### src/rtl/lvl_irq_resolver.sv
module lvl_irq_resolver #(
  parameter int TT_W   = 9,
  parameter int TL_W   = 3,
  parameter int IRQ_W  = 6,
  parameter int WORD_W = 64,
  parameter logic [TT_W-1:0] EXT_BASE = 9'h040,
  parameter logic [TT_W-1:0] VEC_TT   = 9'h060
) (
  input  logic              clk,
  input  logic              rst,
  input  logic [15:0]       ext_lvl,
  input  logic [16:0]       soft_int,
  input  logic [3:0]        cur_pil,
  input  logic              int_en,
  input  logic [TL_W-1:0]   trap_lvl,
  input  logic [TT_W-1:0]   cur_tt,
  input  logic              vec_in,
  input  logic [IRQ_W-1:0]  vec_irq,
  output logic              irq_req,
  output logic [TT_W-1:0]   trap_idx,
  output logic [WORD_W-1:0] vec_w0,
  output logic [WORD_W-1:0] vec_w1,
  output logic [WORD_W-1:0] vec_w2
);
  localparam logic [TT_W-1:0] CLASS_MASK = TT_W'(9'h1F0);
  localparam logic [WORD_W-1:0] W0_TAG = WORD_W'(32'h1F) << 6;

  logic        busy_q, vec_prev_q;
  logic [15:0] pend;
  logic        timer_hit, below, nested;
  logic [3:0]  win;
  logic [TT_W-1:0] cand;

  assign timer_hit = soft_int[0] | soft_int[16];
  assign pend      = (ext_lvl | {soft_int[15:1], 1'b0}) | {1'b0, timer_hit, 14'd0};
  assign below     = {1'b0, pend} < (17'd2 << cur_pil);

  always_comb begin
    win = 4'd0;
    for (int i = 1; i < 16; i++)
      if (pend[i] && (4'(i) > cur_pil)) win = 4'(i);
  end

  assign cand   = EXT_BASE | TT_W'(win);
  assign nested = (trap_lvl != '0) && (cur_tt > cand) && ((cur_tt & CLASS_MASK) == EXT_BASE);

  wire vec_rise = vec_in & ~vec_prev_q;
  wire vec_fall = ~vec_in & vec_prev_q;

  always_ff @(posedge clk) begin
    if (rst) begin
      irq_req    <= 1'b0;
      trap_idx   <= '0;
      busy_q     <= 1'b0;
      vec_prev_q <= 1'b0;
      vec_w0     <= '0;
      vec_w1     <= '0;
      vec_w2     <= '0;
    end else begin
      vec_prev_q <= vec_in;
      if (vec_rise && !busy_q) begin
        busy_q   <= 1'b1;
        irq_req  <= 1'b1;
        trap_idx <= VEC_TT;
        vec_w0   <= W0_TAG | WORD_W'(vec_irq);
        vec_w1   <= '0;
        vec_w2   <= '0;
      end else if (vec_fall && busy_q) begin
        busy_q  <= 1'b0;
        irq_req <= 1'b0;
      end else if (!busy_q) begin
        if (below || !int_en) begin
          irq_req  <= 1'b0;
          trap_idx <= '0;
        end else if (!nested && cand != trap_idx) begin
          irq_req  <= 1'b1;
          trap_idx <= cand;
        end
      end
    end
  end
endmodule


### config.mk
export PLATFORM = sky130hd
export DESIGN_NAME = lvl_irq_resolver
export DESIGN_NICKNAME = d
export VERILOG_FILES = /design/src/rtl/lvl_irq_resolver.sv
export SDC_FILE = /design/constraint.sdc
export NUM_CORES = 1
export LEC_CHECK = 0
export BUFFER_PORTS_ARGS = -buffer_cell sky130_fd_sc_hd__buf_2
export CELL_PAD_IN_SITES_DETAIL_PLACEMENT = 0
export CELL_PAD_IN_SITES_GLOBAL_PLACEMENT = 2
export CORE_MARGIN = 8
export CORE_UTILIZATION = 19
export DETAILED_ROUTE_END_ITERATION = 8
export MAX_ROUTING_LAYER = met4
export PLACE_DENSITY_LB_ADDON = 0.1
export SLEW_MARGIN = 0
export SYNTH_ARGS = -nofsm -noshare
export SYNTH_HDL_FRONTEND = slang
export SYNTH_SLANG_ARGS = --single-unit
### constraint.sdc
create_clock -name clk -period 3.4 [get_ports clk]
set_input_delay 0.17 -clock clk [delete_from_list [all_inputs] [get_ports clk]]
set_output_delay 0.17 -clock clk [all_outputs]
set_load 0.05 [all_outputs]
**After elaboration in Yosys (flattened, before gate mapping)**

Index checks and enable logic that the tools add are counted.

- Output and inout port bits: 202
- Logic and storage cells: 98
- Bits of input ports: 59
- Register bits: 19

- $lt $le $gt $ge: 17
- Bitwise logic cells: 9
- Mux-type cells: 27
- Equality and inequality tests: 5
- Shift-type cells: 1
- Reductions and logical operators: 33

Operators with widths:

| kind | count |
|---|---|
| 2-to-1 mux 4 bit | 11 |
| greater-than comparator 4 bit, first input constant | 8 |
| 2-to-1 mux 7 bit | 3 |
| logical AND 1 bit | 20 |
| 2-to-1 mux 9 bit | 2 |
| < comparator 16 x 17 -> 1 bit | 1 |
| left shift 2 x 4 -> 17 bit, first input constant | 1 |
| greater-than comparator 3 x 4 -> 1 bit, first input constant | 4 |
| OR 16 x 15 -> 16 bit | 1 |
| OR 16 bit | 1 |
| greater-than comparator 9 x 7 -> 1 bit | 1 |
| != test 7 x 9 -> 1 bit | 1 |
| greater-than comparator 2 x 4 -> 1 bit, first input constant | 2 |
| 2-to-1 mux 1 bit | 8 |
| AND reduction 3 bit | 2 |
| nonzero test 3 bit | 2 |
| == test 5 x 3 -> 1 bit, second input constant | 1 |
| greater-than comparator 1 x 4 -> 1 bit, first input constant | 1 |
| 2-to-1 mux 2 bit | 2 |
| NOT 1 bit | 4 |
| nonzero test 2 bit | 2 |
| nonzero test 4 bit | 1 |
| logical NOT 1 bit | 3 |
| 2-to-1 mux 3 bit | 1 |
| 8 further kinds | 9 |

**Logic depth before layout (Yosys ltp)**

Gate-level depths: netlist of the first run.

- Depth after elaboration: 28
- Depth in mapped cells: 18
- Gate-level depth less buffers: 18

**Worst setup path before layout of the first run**

No wires, ideal clock.

- Kind: input to register
- Start: in cur_pil[0]
- End: reg trap_idx[2]
- Stages: 14
- Data arrival time: 2.773 ns
- Buffers on the path: 1
- Setup slack: 0.535 ns
- Cells stage by stage: clkbuf_1 > o21bai_1 > a221oi_2 > o21ai_1 > o211a_1 > ha_1 > nor2b_1 > o21ai_0 > nand2b_1 > a21oi_1 > or4_1 > o41ai_2 > or4b_4 > o32ai_1

- Word-level cells in the longest chain between the ends: 24

RTL lines:

| item | line | text |
|---|---|---|
| start, declared | 13 | `input logic [3:0] cur_pil,` |
| greater-than comparator 1 x 4 -> 1 bit | 41 | `if (pend[i] && (4'(i) > cur_pil)) win = 4'(i);` |
| logical AND 1 bit | 41 |  |
| 2-to-1 mux 1 bit | 41 |  |
| 2-to-1 mux 2 bit (2 in a row) | 41 |  |
| 2-to-1 mux 3 bit | 41 |  |
| 2-to-1 mux 4 bit (11 in a row) | 41 |  |
| greater-than comparator 9 x 7 -> 1 bit | 45 | `assign nested = (trap_lvl != '0) && (cur_tt > cand) && ((cur_tt & CLASS_MASK) == EXT_BASE);` |
| logical AND 1 bit (2 in a row) | 45 |  |
| logical NOT 1 bit | 75 | `end else if (!nested && cand != trap_idx) begin` |
| logical AND 1 bit | 75 |  |
| nonzero test 2 bit (no line) | - |  |
| AND reduction 3 bit (no line) | - |  |
| end signal, assigned | 77 | `trap_idx <= cand;` |
| end, declared | 20 | `output logic [TT_W-1:0] trap_idx,` |

Several ways; a longest one is shown, not always the timed one. The select of a mux whose other input is x is not followed.
A chain may end at the register's enable or synchronous reset.

**Worst setup path after layout of the first run**

- Start: in cur_pil[3]
- End: reg trap_idx[0]

Same word-level chain as after synthesis.

==> run metrics, run 1 <==
status=completed; Setup crit start kind=input pin; power density over cell area=366 nW/um^2; Sum Neg Setup Slack=0 ns; TritonCTS Buffers=3; most common cell in the netlist=buf_4; GRT Util Overall=just over 8%; Mean Syn Cell Area=7.49 sq um; dpl ws=-0.0678 ns; post-detail-place hpwl=8.50 mm; clk slew on worst S/H paths=about 0.050 ns; Worst setup EP type=flop; clk sinks=16; CP max FO=8; flop-to-flop setup slack=roughly 1.5 ns; wire per inst=about 13 microns; Achievable Freq=roughly 320 MHz; clk buf depth=2; Final Critical Period=roughly 3.1 ns; area growth from synthesis to layout=5.27%; clock tree from TritonCTS=done; post-synthesis sequential area ratio=around a tenth; Remaining Overflow, GRT=0; number of global-route vias before repair=2,533; cell area after layout=around 3200 sq um; Vias=about 2.4k; largest net degree at the start of global routing=17; Placed Area=3120 sq um; Most used DFF post-synth=dfxtp_1; Worst Reg2Reg Path Length in Cells=6; slew of the pin with the lowest slew margin=a little under 0.9 ns; WS Path Type=in -> reg; std cell rows=46; number of flops mapped to enable cells by yosys=0; Fin Clk Skew=0.00217 ns; register bit count reported by yosys=16; Core Footprint=15,900 sq um; detailed-route wire length=9.29 mm; antenna violations before repair=0; drt first pass iters=4; Setup crit end=trap_idx[0]; CP required=between 3 and 4 ns; Critical Path, Cell by Cell=buf_2 > buf_12 > buf_4 > nor2b_1 > nand2_1 > ha_1 > a21o_1 > a21o_1 > a211oi_1 > o211ai_1 > o21ai_0 > nor2_1 > a21oi_1 > o32ai_1; Initial Utilization=19.4%; final hold vios=0; Rel. slew slack=41.8%; share of the synthesized area in the top cell type=a little under half; Post CTS Setup Buffer Count=0; Post-Syn Instances=412; Final Wtd Congestion=0.711; IO Pins=261; crit path from=cur_pil[3]; DR WL met2=between 4 and 5 mm; die area=20,600 sq um; 1st-iter DRT viols=73; first-pass GRT wire length=13.3 mm; count of cell types in the netlist=50; Die Width=143 microns; Synth area leaders=buf_4 (46%), dfxtp_1 (10%), ha_1 (7.7%); Skew-Pair Late Insertion Delay=between 0.2 and 0.25 ns; VDD IR max=about 0.14 mV; Slew Viols, Final=0; critical path arrival=3.20 ns; ANT cells=0; met3 wire length=676 microns; Root Buffer=clkbuf_16; post-route ant nets=0; vias per cell=3.32; die height=143 microns; FFs w/ async S/R, synth=0%; layout cell share with drive strength beyond 1=between 20% and 30%; Hold Slack=between 0.15 and 0.2 ns; RR Endpoint=trap_idx[0]; crit-path max cell delay=0.57 ns; Final Net Count=576; Tightest Hold Check Type=in -> reg; DR DRC count=0; cell taking the most area after synthesis=buf_4; Period Utilization, post-route=90.6%; Leakage=1.68 nW; synth cell count leaders=buf_4 (188), nor2_1 (28), nand2_1 (22); slowest CP cell=o21ai_0; cell mode on critical path=a21o_1; max layer used=met4; YS warnings=0; reg2reg start=trap_idx[3]; Post-Syn Area=3080 sq um; H-tree depth=1; RSZ-0062 raised after global routing=false; port buffer count=75; max-cap viol count=0; Final Setup Violations=0; Setup WS post-layout=0.320 ns; hold path start=vec_irq[4]; Final Util=20.4%; Metal-1 WL=3.68 mm
placed cells by master, fill, tap and decap left out, types with 10 or more instances in the layout:
master and count:
nor2_1 28, inv_1 15, nor2b_1 10, ha_1 19, buf_2 75, nand2_1 22, a21oi_1 12, buf_4 17
conb_1 184, dfxtp_1 16
report_power, final:
part	switching (mW)	total [mW]	leakage, nW	internal, mW
Combinational	0.617	0.724	1.51	0.107
Clock	0.0755	0.254	0.0442	0.179
Sequential	0.00997	0.210	0.132	0.201
worst max-delay path, delay by kind of cell:
kind / cells / cell delay (ns)
AO/OA/AOI/OAI: 7 / 1.84
adder cells (fa/ha/maj): 1 / 0.30
buffers and inverters: 3 / 0.43
AND/OR/NAND/NOR: 3 / 0.47
layout make-up:
cell class / instances / area, sq um
Multi-Input combinational cell: 369 / 1990
Timing Repair Buffer: 93 / 523
Fill cell: 1870 / 12600
Tap cell: 216 / 270
Clock buffer: 4 / 88.8
Sequential cell: 16 / 320
Inverter: 15 / 56.3
worst min-delay path by stage:
| stage | end | slack (ns) | depth (start not counted) |
|---|---|---|---|
| after floorplan | vec_prev_q | 0.24 | 1 |
| after global placement | vec_prev_q | 0.41 | 2 |
| after detailed placement | vec_w0[2] | 0.41 | 3 |
| after CTS | vec_w0[4] | 0.15 | 3 |
| after global routing | vec_w0[0] | 0.19 | 3 |
| final | vec_w0[4] | 0.16 | 3 |
flip-flops by register name, summed over array words and instances (netlist names):
register    cells
irq_req         1
vec_w0          7
vec_prev_q      1
trap_idx        6
busy_q          1
layer usage:
| metal | global-route usage [%] | vias to the layer above |
|---|---|---|
| met2 | 15.9 | 122 |
| li1 | - | 1183 |
| met1 | 9.19 | 1060 |
| met3 | 1.06 | 2 |
| met5 | - | - |
| met4 | 0.830 | 0 |
cell families after synthesis:
group | synth area share, %
fa+ha+maj | 7.71
compound gates | 14.8
flops | 10.4
xor+xnor | 0.568
mux | 1.95
buf+inv | 48.6
other cells | 0.122
simple gates | 15.9
through the flow:
stage,instances,power [mW]
2_1_floorplan,595,0.990
3_3_place_gp,709,0.926
3_5_place_dp,709,0.926
4_1_cts,713,1.19
5_1_grt,713,1.25
6_report,713,1.19
what timing repair did:
action / CTS / global route
setup endpoints to repair: 0 / 7
hold buffers: 0 / 0
resized for setup: 0 / 5
Power figures use the tool's default switching activity.
==> inputs of run 2 (changes only) <==
--- a/config.mk
+++ b/config.mk
@@ -8,7 +8,7 @@
 export BUFFER_PORTS_ARGS = -buffer_cell sky130_fd_sc_hd__buf_2
 export CELL_PAD_IN_SITES_DETAIL_PLACEMENT = 0
 export CELL_PAD_IN_SITES_GLOBAL_PLACEMENT = 2
-export CORE_MARGIN = 8
+export CORE_MARGIN = 2
 export CORE_UTILIZATION = 19
 export DETAILED_ROUTE_END_ITERATION = 8
 export MAX_ROUTING_LAYER = met4
==> constraint.sdc (replaced) <==
create_clock -name clk -period 3.4 [get_ports clk]
set_input_delay 0.85 -clock clk [delete_from_list [all_inputs] [get_ports clk]]
set_output_delay 0.85 -clock clk [all_outputs]
set_load 0.05 [all_outputs]
==> run 2 against run 1 <==
Effect of this change: the run now ends with negative setup slack left; register-to-register slack worse by 0.04 ns; wire length is 12% lower; highest routed layer unchanged; critical path type unchanged; clock-buffer cell count stayed put; clock skew is 0.00081 ns higher; critical path depth is 2 higher; worst setup slack worse by 0.60 ns.
==> run metrics, run 2 (synthesis gave the netlist of run 1 again) <==
crit-path max cell delay=0.52 ns (-0.05 ns); Buffers & Inverters on Critical Path=2 (-1); post-route ant nets=0 (unchanged); Achievable Freq=272 MHz (-16%); first-pass GRT wire length=12.0 mm (-9.2%); DR DRC count=0 (unchanged); ANT cells=0 (unchanged); Non-Filler Instances=759 (+6.5%); flop-to-flop setup slack=1.46 ns (-0.04 ns); area growth from synthesis to layout=23.0%; clock tree from TritonCTS=done; port buffer count=75 (unchanged); slew of the pin with the lowest slew margin=0.597 ns (-0.274 ns); Worst setup EP type=flop; slowest CP cell=or4_4; Critical Path, Cell by Cell=buf_8 > o21a_1 > or3_4 > a311o_1 > a21oi_2 > nor2_1 > nor2_1 > nor2_2 > inv_2 > ha_4 > nand4_1 > o31ai_1 > or4_4 > o41ai_4 > nand2b_1 > o311a_1; Root Buffer=clkbuf_16; Final Wtd Congestion=0.700 (-1.5%); Fin Clk Skew=0.00298 ns (+0.000814 ns); Remaining Overflow, GRT=0 (unchanged); Worst Reg2Reg Path Length in Cells=5 (-1); Setup WS post-layout=-0.276 ns (-0.596 ns); post-detail-place hpwl=7.01 mm (-18%); Core Footprint=15,900 sq um (unchanged); critical path arrival=3.81 ns (+0.61 ns); clk slew on worst S/H paths=0.05 ns (about the same); Crit. path cell count=16 (+2); cell mode on critical path=nor2_1; VDD IR max=0.160 mV (+17%); die area=17,300 sq um (-16%); Rel. slew slack=59.9% (+18 points); clk buf depth=2 (unchanged); CP max FO=5 (-3); vias per cell=3.34 (+0.57%); Final Critical Period=3.68 ns (+0.596 ns); DP Cell Count=745 (+5.1%); max reg flops=7 (unchanged); most frequent cells in the layout=conb_1 (184), buf_2 (69), buf_4 (60); 1st-iter DRT viols=45 (-38%); TritonCTS Buffers=3 (unchanged); die height=131 microns (-8.4%); GRT Util Overall=8.72% (+0.45 points); wire per inst=10.7 microns (-18%); Period Utilization, post-route=108% (+18 points); failing checks=negative setup slack; Die Width=131 microns (-8.4%); Final Net Count=622 (+8.0%); power density over cell area=330 nW/um^2 (-9.9%); IO Pins=261 (unchanged); std cell rows=46 (unchanged); Slew Viols, Final=0 (unchanged); detailed-route wire length=8.16 mm (-12%); max-cap viol count=0 (unchanged); layout cell share with drive strength beyond 1=33.0% (+10 points); Tightest Hold Check Type=reg -> reg; reg2reg start=trap_idx[2]; Setup crit start kind=input pin; Sum Neg Setup Slack=-1.65 ns (-1.65 ns); final hold vios=0 (unchanged); Final Util=23.9% (+3.4 points); number of global-route vias before repair=2,389 (-5.7%); RR Endpoint=trap_idx[3]; Final Setup Violations=7 (+7); Initial Utilization=19.4% (unchanged); Skew-Pair Late Insertion Delay=0.25 ns (about the same); H-tree depth=1 (unchanged); Top delay family on crit path=simple AND/OR/NAND/NOR gates; status=complete, but fails checks; Leakage=1.98 nW (+17%); largest registers=vec_w0 (7), trap_idx (6); Vias=2,534 (+7.1%); CP required=3.53 ns (about the same); antenna violations before repair=0 (unchanged); Most flops, register=vec_w0; crit path from=cur_pil[1]; drt first pass iters=4 (unchanged); WS Path Type=in -> reg; Setup crit end=irq_req; largest net degree at the start of global routing=17 (unchanged); commonest non-fill, non-tap cell in the layout=conb_1; RSZ-0062 raised after global routing=true; clk sinks=16 (unchanged)
-- run 2: cell count changes in the layout (fill, tap and decap cells not counted), moves of 3 or more --
| cell | previous run | this run |
|---|---|---|
| a21oi_2 | 1 | 4 |
| buf_4 | 17 | 60 |
| buf_2 | 75 | 69 |
| buf_6 | 0 | 7 |
| o32ai_2 | 1 | 4 |
| a21oi_1 | 12 | 8 |
| o32ai_1 | 5 | 1 |
-- run 2: area by class of cell --
class / instances / area [sq um]
Sequential cell: 16 / 320
Clock buffer: 4 / 88.8
Multi-Input combinational cell: 369 / 2130
Tap cell: 216 / 270
Fill cell: 1834 / 12100
Inverter: 15 / 56.3
Timing Repair Buffer: 139 / 930
-- run 2: report_power, final --
group          internal [mW]  total [mW]  switching [mW]
combinational          0.154       0.783           0.629
sequential             0.200       0.211          0.0105
clock                  0.179       0.256          0.0772
-- run 2: worst min-delay path by stage --
stage | startpoint | end | slack, ns | cells past startpoint
after detailed placement | vec_w0[4] | vec_w0[4] | 0.48 | 2
after CTS | trap_idx[6] | trap_idx[6] | 0.50 | 1
after floorplan | vec_prev_q | busy_q | 0.52 | 3
after global placement | vec_w0[1] | vec_w0[1] | 0.47 | 2
final | vec_w0[1] | vec_w0[1] | 0.49 | 2
after global routing | vec_w0[4] | vec_w0[4] | 0.53 | 2
-- run 2: tightest hold or removal path: stages (launching register included) --
cell,delay (ns)
dfxtp_1,0.32
mux2i_1,0.06
nor2_1,0.07
-- run 2: what timing repair did --
| item | in CTS | in global routing |
|---|---|---|
| buffers inserted | 8 | 2 |
| pin swaps | 13 | 13 |
| hold buffers | 0 | 0 |
| gates cloned | 0 | 0 |
| resized for setup | 29 | 8 |
| setup endpoints to repair | 7 | 7 |
-- run 2: through the flow --
stage                     power, mW  hold WS (ns)  instance area [sq um]  worst slack (ns)
after floorplan               0.996         0.523                   3830           -0.0286
after global routing           1.31         0.531                   3790            -0.385
final                          1.25         0.492                   3790            -0.276
after CTS                      1.25         0.498                   3750            -0.266
after global placement        0.965         0.471                   3450            -0.641
after detailed placement      0.965         0.477                   3450            -0.683
-- run 2: metal layers --
layer / up-vias / part of all wire (%) / track usage [%]
met5: - / 0 / -
met3: 2 / 7.0 / 1.62
met2: 128 / 52 / 16.1
li1: 1275 / - / -
met1: 1129 / 41 / 10.0
met4: 0 / 0.17 / 1.09
